--- config.mk ---
export PLATFORM = sky130hd
export DESIGN_NAME = ctx_flag_bank
export DESIGN_NICKNAME = d
export VERILOG_FILES = /design/src/rtl/ctxf_pkg.sv /design/src/rtl/ctxf_mode_stack.sv /design/src/rtl/ctxf_flag_bank.sv /design/src/rtl/ctxf_flag_mux.sv /design/src/rtl/ctx_flag_bank.sv
export SDC_FILE = /design/constraint.sdc
export NUM_CORES = 1
export LEC_CHECK = 0
export BUFFER_PORTS_ARGS = -buffer_cell sky130_fd_sc_hd__clkbuf_2
export CAP_MARGIN = 20
export CELL_PAD_IN_SITES_DETAIL_PLACEMENT = 2
export CELL_PAD_IN_SITES_GLOBAL_PLACEMENT = 2
export CORE_UTILIZATION = 32
export DETAILED_ROUTE_END_ITERATION = 16
export PLACE_DENSITY_LB_ADDON = 0.1
export SLEW_MARGIN = 30
export SYNTH_ARGS = -nofsm -noshare
export SYNTH_HDL_FRONTEND = slang
export SYNTH_SLANG_ARGS = --single-unit
--- constraint.sdc ---
create_clock -name clk -period 1.5 [get_ports clk]
set_input_delay 0 -clock clk [delete_from_list [all_inputs] [get_ports clk]]
set_output_delay 0 -clock clk [all_outputs]
set_load 0.01 [all_outputs]
--- src/rtl/ctxf_pkg.sv ---
package ctxf_pkg;

  typedef enum logic [1:0] {
    CTX_NORM = 2'd0,
    CTX_IRQ  = 2'd1,
    CTX_NMI  = 2'd2
  } ctx_e;

  localparam int NUM_CTX = 3;

  // Context chosen by an entry request; NMI wins over IRQ.
  function automatic ctx_e entry_target(input logic nmi, input logic irq);
    ctx_e t;
    t = CTX_NORM;
    if (nmi)      t = CTX_NMI;
    else if (irq) t = CTX_IRQ;
    return t;
  endfunction

  // Context restored by a return, given the top saved entry.
  function automatic ctx_e return_target(input logic empty, input ctx_e top);
    return empty ? CTX_NORM : top;
  endfunction

endpackage

--- src/rtl/ctxf_mode_stack.sv ---
module ctxf_mode_stack
  import ctxf_pkg::*;
#(
  parameter int DEPTH = 2
) (
  input  logic clk,
  input  logic rst_n,
  input  logic irq_enter,
  input  logic nmi_enter,
  input  logic ret_int,
  output ctx_e cur_mode
);

  localparam int CW = $clog2(DEPTH + 1);

  ctx_e          cur_q;
  ctx_e          stk_q [DEPTH];
  logic [CW-1:0] cnt_q;

  // named internal events
  logic entry_req;
  logic ret_req;
  logic stk_empty;
  logic stk_full;

  assign entry_req = irq_enter | nmi_enter;
  assign ret_req   = ret_int & ~entry_req;
  assign stk_empty = (cnt_q == '0);
  assign stk_full  = (cnt_q == CW'(DEPTH));

  always_ff @(posedge clk) begin
    if (!rst_n) begin
      cur_q <= CTX_NMI;
      cnt_q <= '0;
      for (int i = 0; i < DEPTH; i++) stk_q[i] <= CTX_NORM;
    end else if (entry_req) begin
      cur_q    <= entry_target(nmi_enter, irq_enter);
      stk_q[0] <= cur_q;
      for (int i = 1; i < DEPTH; i++) stk_q[i] <= stk_q[i-1];
      if (!stk_full) cnt_q <= cnt_q + CW'(1);
    end else if (ret_req) begin
      cur_q <= return_target(stk_empty, stk_q[0]);
      for (int i = 0; i < DEPTH - 1; i++) stk_q[i] <= stk_q[i+1];
      stk_q[DEPTH-1] <= CTX_NORM;
      if (!stk_empty) cnt_q <= cnt_q - CW'(1);
    end
  end

  assign cur_mode = cur_q;


  irq_entry_chk: assert property (@(posedge clk) disable iff (!rst_n)
    (irq_enter && !nmi_enter) |=> (cur_q == CTX_IRQ));


  nmi_entry_chk: assert property (@(posedge clk) disable iff (!rst_n)
    nmi_enter |=> (cur_q == CTX_NMI));


  ret_pop_chk: assert property (@(posedge clk) disable iff (!rst_n)
    (ret_req && !stk_empty) |=> (cur_q == $past(stk_q[0])));


  ret_empty_chk: assert property (@(posedge clk) disable iff (!rst_n)
    (ret_req && stk_empty) |=> (cur_q == CTX_NORM));


  entry_keeps_depth_chk: assert property (@(posedge clk) disable iff (!rst_n)
    entry_req |=> (cnt_q >= $past(cnt_q)));


  mode_code_chk: assert property (@(posedge clk) disable iff (!rst_n)
    cur_q != ctx_e'(2'd3));

endmodule

--- src/rtl/ctxf_flag_bank.sv ---
module ctxf_flag_bank
  import ctxf_pkg::*;
#(
  parameter int PAIRS = NUM_CTX
) (
  input  logic             clk,
  input  logic             rst_n,
  input  logic             we,
  input  ctx_e             sel,
  input  logic             c_in,
  input  logic             z_in,
  output logic [PAIRS-1:0] c_all,
  output logic [PAIRS-1:0] z_all
);

  for (genvar g = 0; g < PAIRS; g++) begin : g_pair
    logic c_q, z_q;
    logic hit;

    assign hit = we && (int'(sel) == g);

    always_ff @(posedge clk) begin
      if (!rst_n) begin
        c_q <= 1'b0;
        z_q <= 1'b0;
      end else if (hit) begin
        c_q <= c_in;
        z_q <= z_in;
      end
    end

    assign c_all[g] = c_q;
    assign z_all[g] = z_q;


    pair_load_chk: assert property (@(posedge clk) disable iff (!rst_n)
      (we && int'(sel) == g) |=> (c_all[g] == $past(c_in) && z_all[g] == $past(z_in)));


    pair_hold_chk: assert property (@(posedge clk) disable iff (!rst_n)
      !(we && int'(sel) == g) |=> ($stable(c_all[g]) && $stable(z_all[g])));
  end

endmodule

--- src/rtl/ctxf_flag_mux.sv ---
module ctxf_flag_mux
  import ctxf_pkg::*;
#(
  parameter int PAIRS = NUM_CTX
) (
  input  ctx_e             sel,
  input  logic [PAIRS-1:0] c_all,
  input  logic [PAIRS-1:0] z_all,
  output logic             c_sel,
  output logic             z_sel
);

  always_comb begin
    c_sel = 1'b0;
    z_sel = 1'b0;
    for (int i = 0; i < PAIRS; i++) begin
      if (int'(sel) == i) begin
        c_sel = c_all[i];
        z_sel = z_all[i];
      end
    end
  end

endmodule

--- src/rtl/ctx_flag_bank.sv ---
module ctx_flag_bank
  import ctxf_pkg::*;
#(
  parameter int STACK_DEPTH = 2
) (
  input  logic       clk,
  input  logic       rst_n,
  input  logic       irq_enter,
  input  logic       nmi_enter,
  input  logic       ret_int,
  input  logic       flag_we,
  input  logic       c_in,
  input  logic       z_in,
  output logic       c_out,
  output logic       z_out,
  output logic [1:0] mode
);

  ctx_e               cur_ctx;
  logic [NUM_CTX-1:0] c_bank;
  logic [NUM_CTX-1:0] z_bank;

  ctxf_mode_stack #(.DEPTH(STACK_DEPTH)) u_stack (
    .clk       (clk),
    .rst_n     (rst_n),
    .irq_enter (irq_enter),
    .nmi_enter (nmi_enter),
    .ret_int   (ret_int),
    .cur_mode  (cur_ctx)
  );

  // the write uses the context registered before this edge
  ctxf_flag_bank #(.PAIRS(NUM_CTX)) u_bank (
    .clk   (clk),
    .rst_n (rst_n),
    .we    (flag_we),
    .sel   (cur_ctx),
    .c_in  (c_in),
    .z_in  (z_in),
    .c_all (c_bank),
    .z_all (z_bank)
  );

  ctxf_flag_mux #(.PAIRS(NUM_CTX)) u_mux (
    .sel   (cur_ctx),
    .c_all (c_bank),
    .z_all (z_bank),
    .c_sel (c_out),
    .z_sel (z_out)
  );

  assign mode = cur_ctx;


  switch_write_chk: assert property (@(posedge clk) disable iff (!rst_n)
    (flag_we && (irq_enter || nmi_enter || ret_int))
      |=> (c_bank[$past(cur_ctx)] == $past(c_in)));


  active_pair_chk: assert property (@(posedge clk) disable iff (!rst_n)
    (c_out == c_bank[mode]) && (z_out == z_bank[mode]));

endmodule

* Yosys cells after proc, flatten, opt, wreduce, memory -nomap -nowiden
Memories as Yosys holds them, arrays and structs flattened.
Cells that the tools add are included.
** Storage, ports and cells
- Register bits after elaboration :: 10
- RAM bits :: 4
- Input port bits :: 8
- Output and inout bits :: 4
- Word-level logic and storage cells :: 57
- Memories kept :: 1
** Cells by class
- $add $sub $neg :: 2
- Equal/unequal tests :: 5
- Muxes and demuxes :: 27
- Bitwise operators :: 7
- Reduce and logical (&&, ||, !) cells :: 7
** Memory list
- u_stack.stk_q :: words 2, bits a word 2, read ports 2, clocked after Yosys merged registers in 0, wr ports 2, RTL line ctxf_mode_stack.sv:17 : ctx_e stk_q [DEPTH];
** Operator list (count)
- 2-bit two-way mux :: 12
- 1-bit two-way mux :: 15
- 2-bit == test (second input constant) :: 3
- 1-bit bitwise OR :: 5
- 2-bit zero test :: 2
- 1-bit logical AND :: 3
- 3-bit AND reduction :: 1
- 2-bit by 1-bit adder with 2-bit output (second input constant) :: 1
- 2-bit by 1-bit != test with 1-bit output (second input constant) :: 1
- 2-bit != test (second input constant) :: 1
- 2-bit nonzero test :: 1
- 2-bit by 1-bit subtractor with 2-bit output (second input constant) :: 1
- 1-bit AND :: 1
- 1-bit inverter :: 1

* Longest topological paths before layout
- Depth in word-level cells :: 8
- Mapped depth :: 4
- Depth with buffers taken out :: 3

* By module
Synthesis repeated with hierarchy kept, for this count alone.
** Second synthesis, totals
- Cells, all modules :: 68
- Area total of the unflattened synthesis :: 688.2 sq um
** By module, submodules not included
- ctxf_mode_stack :: times used 1, cells an instance 33, area each 356.6 sq um
- ctxf_flag_bank :: times used 1, cells an instance 30, area each 287.8 sq um
- ctxf_flag_mux :: times used 1, cells an instance 5, area each 43.8 sq um

* Worst setup path before layout
OpenSTA, ideal clock, no wires.
- Kind :: register -> register
- Start point :: reg u_stack.cur_q[0], in the netlist u_stack.cur_mode[0]
- End point :: reg u_bank.g_pair[2].c_q
- Setup time :: 0.116 ns
- Arrival time :: 1.035 ns
- Path slack :: 0.349 ns
- Stages on the path, launching flop included :: 5
- Path buffers :: 1
- Cells stage by stage :: dfxtp_1 clkbuf_1 nand3b_1 mux2i_1 nor2b_1
** On the way
- Word-level cells in the longest chain between the ends :: 2
** Ends and longest elaborated chain
- from (decl) :: RTL line ctxf_mode_stack.sv:16 : ctx_e cur_q;
- from (signal assigned) :: RTL line ctxf_mode_stack.sv:37 : cur_q <= entry_target(nmi_enter, irq_enter);
- from (signal assigned) :: RTL line ctxf_mode_stack.sv:42 : cur_q <= return_target(stk_empty, stk_q[0]);
- 2-bit == test :: RTL line ctxf_flag_bank.sv:20 : assign hit = we && (int'(sel) == g);
- 1-bit logical AND :: RTL line ctxf_flag_bank.sv:20
- to (signal assigned) :: RTL line ctxf_flag_bank.sv:27 : c_q <= c_in;
- to (decl) :: RTL line ctxf_flag_bank.sv:17 : logic c_q, z_q;
No other way between the ends.
A chain may end at the register's enable or synchronous reset.

* Final worst setup path
- Start point :: reg u_stack.cur_q[1], in the netlist u_stack.cur_mode[1]
- End point :: out c_out
** On the way
- Word-level cells in the longest chain between the ends :: 4
- Elaborated cells between the ends (all ways) :: 6
- Those cells by class :: eq/ne (2); mux (3); reduce/logical (1)
** Ends and longest elaborated chain
- 2-bit zero test :: RTL line ctxf_flag_mux.sv:17 : if (int'(sel) == i) begin
- 1-bit two-way mux (2 in a row) :: RTL line ctxf_flag_mux.sv:17
- 1-bit two-way mux (*) :: RTL line ctxf_flag_mux.sv:17
- to (decl) :: RTL line ctx_flag_bank.sv:14 : output logic c_out,
Mark *: on every way between the ends. The rest lies on a longest branch, timed or not.

==> results.toml <==
[clock_tree]
cts_tree = "built"
path_clk_slew_ns = 0.09
post_cts_buffers = 0
cts_hold_buf = 0
clock-sinks = 14
root_buffer = "clkbuf_4"
postCtsResizedCells = 0
h-tree-depth = 1
clockBufferDepth = 2
cts_buffers = 3
clk_latency_ns = 0.28

[setup_path]
slowest_delay_ns = 0.56
arrival_ns = 1.37
cp.required_ns = 1.50
reg2reg_to = "u_bank.g_pair[1].z_q"
critical_path_buf_inv_count = 1
worst-path-stages = 3
reg2reg_from = "u_stack.cur_mode[1]"
r2r_cells = 3
start_kind = "flip-flop"
cp-endpoint = "c_out"
path_class = "flip-flop to output port"
cp_top_family = "flip-flops"
crit_fanout = 10
rrSetupSlack_ns = 0.35
end_kind = "output port"
crit_slowest_cell = "dfxtp_1"
setup.worst_path.start = "u_stack.cur_mode[1]"
worstPathCellList = "mux2i_1 -> o22ai_1 -> clkbuf_2"

[pwr]
total_power_uw = 746
p_leak_nw = 0.325
swShare_pct = 26.4
p_sw_uw = 197
intPower_uw = 549
p_per_area_nw_per_um2 = 960
p_clk_share_pct = 30.3
peakVddDrop_uv = 419
pwr-share-seq_pct = 58.1
combPwrFrac_pct = 11.6

[hold_path]
hold_depth = 3
hp-class = "input port to flip-flop"

[timing]
finalClockSkew_ns = 0.00444
setup_violations = 0
rsz0062_at_grt = "false"
period_needed_ns = 1.37
tns_ns = 0
worstMarginPinSlew_ns = 0.387
slew_viol_final = 0
worst_slew_margin_rel_pct = 74.2
finalCritPeriodShare_pct = 91.3
fmax_mhz = 730
hold_violations = 0

[route]
drt_wl_total_um = 1570
dr.pass1.iters = 4
avgViaCountPerCell = 4.99
drc = 0
route.vias.total = 524
post_drt_wl_per_cell_um = 14.9
drt_iter0_drc = 2
antenna_left = 0

[final_layout]
final_nets = 87
drive_gt1_share_pct = 20.5
final_area_um2 = 777
final_cell_mix = "clkbuf_2, dfxtp_1, mux2i_1, nor2b_1"
area_delta_synth_final_pct = 15.2
layout_commonest_cell = "clkbuf_2"
diodes = 0
nFillCells = 234
fin_util_pct = 39.6
stdcell_count = 105

[synth]
synthFlopType = "dfxtp_1"
netlist_area_um2 = 674
synth_compound_area_share_pct = 12.4
avgSynthCellArea_um2 = 10.2
ys_types = 25
syn_nets = 74
ys_ff_latch = 14
yosys.area_share.simple_pct = 25.8
synth-async-reset-ratio_pct = 0
yosys_warnings = 0
synth_edf_count = 4
synth_fa_ha_area_share_pct = 0
syn_inst = 66
yosysTopAreaCell = "dfxtp_1"
synthMuxAreaShare_pct = 11.9
synthDominantCellAreaShare_pct = 29.7
synth-xor-area-share_pct = 0
synth_top_family_by_area = "simple AND/OR/NAND/NOR gates"
yosysSeqAreaShare_pct = 47.5
ys_top_cells_by_area = "dfxtp_1, edfxtp_1, mux2i_1"

[global_route]
gr-usage-all-layers_pct = 15.6
antenna_found_initial = 0
grt_max_degree = 14
grt_pass1_wl_um = 2350
grt-ovfl-total = 0
grt_pass1_vias = 501

[die]
start_util_pct = 34.4
dieWidth_um = 47.9
placeableCoreArea_um2 = 1960
num_io_pins = 12
die_area_um2 = 2290
die_h_um = 47.9
placementRows = 16

[placed_design]
hpwl_um = 1120
place_area_um2 = 751
gp_congestion = 0.687
port_buffers = 11
placedCellCount = 101

[run_status]
status = "complete, no violations"

[run]
max_cap_violations = 0
==> cell usage after synthesis (3+ instances only) <==
| master | count |
|---|---|
| a21oi_1 | 4 |
| and3_1 | 3 |
| dfxtp_1 | 10 |
| edfxtp_1 | 4 |
| mux2i_1 | 8 |
| nand2_1 | 3 |
| nand3b_1 | 3 |
| nor2b_1 | 6 |
==> per-stage QoR <==
stage | setup WS, ns | hold WS [ns]
2_1_floorplan | 0.349 | 0.142
3_3_place_gp | 0.343 | 0.320
3_5_place_dp | 0.334 | 0.327
4_1_cts | 0.0883 | 0.0206
5_1_grt | 0.0123 | 0.0424
6_report | 0.130 | 0.0301
==> power by group through the flow <==
stage	registers (mW)	logic [mW]	clock network, mW
after global routing	0.437	0.0975	0.260
after global placement	0.442	0.0860	0
final	0.433	0.0863	0.226
after floorplan	0.432	0.0600	0
after CTS	0.434	0.0884	0.241
after detailed placement	0.442	0.0869	0
==> area by class of cell <==
cell class              count  area (um^2)  share of cell area [%]
clock buffers               3         22.5                    2.90
clock inverters             1         3.75                   0.483
inverters                   1         3.75                   0.483
multi-input cells          48          338                    43.5
flip-flops and latches     14          320                    41.2
well taps                  27         33.8                    4.35
repair buffers             11         55.1                    7.09
==> logic make-up after synthesis <==
| family | after synthesis |
|---|---|
| muxes | 8 |
| buffers and inverters | 4 |
| AOI/OAI and AO/OA | 13 |
| and+or+nand+nor | 27 |
| DFF | 14 |
==> flip-flops by register name (all words and copies together), names as in the netlist <==
register	cells
u_stack.cnt_q	2
u_stack.stk_q	4
u_stack.cur_mode	2
u_bank.g_pair.z_q	3
u_bank.g_pair.c_q	3
==> worst reg2reg max path, cell delays in order, from the launching register on <==
cell and delay, ns:
dfxtp_1 0.56, nand3b_1 0.23, mux2i_1 0.20, nor2b_1 0.06
==> worst min path at each step <==
stage | start | to | slack (ns)
6_report | z_in | u_bank.g_pair[0].z_q | 0.03
5_1_grt | z_in | u_bank.g_pair[1].z_q | 0.04
4_1_cts | z_in | u_bank.g_pair[1].z_q | 0.02
3_5_place_dp | z_in | u_bank.g_pair[0].z_q | 0.33
3_3_place_gp | z_in | u_bank.g_pair[2].z_q | 0.32
2_1_floorplan | rst_n | u_stack.cnt_q[1] | 0.14
==> metal layers <==
metal | vias up | part of all wire (%) | global-route usage (%)
met5 | - | 0 | 0
met4 | 0 | 0.64 | 6.67
li1 | 266 | - | -
met3 | 2 | 2.7 | 4.53
met1 | 249 | 48 | 19.6
met2 | 7 | 49 | 24.9
Power figures use the tool's default switching activity.
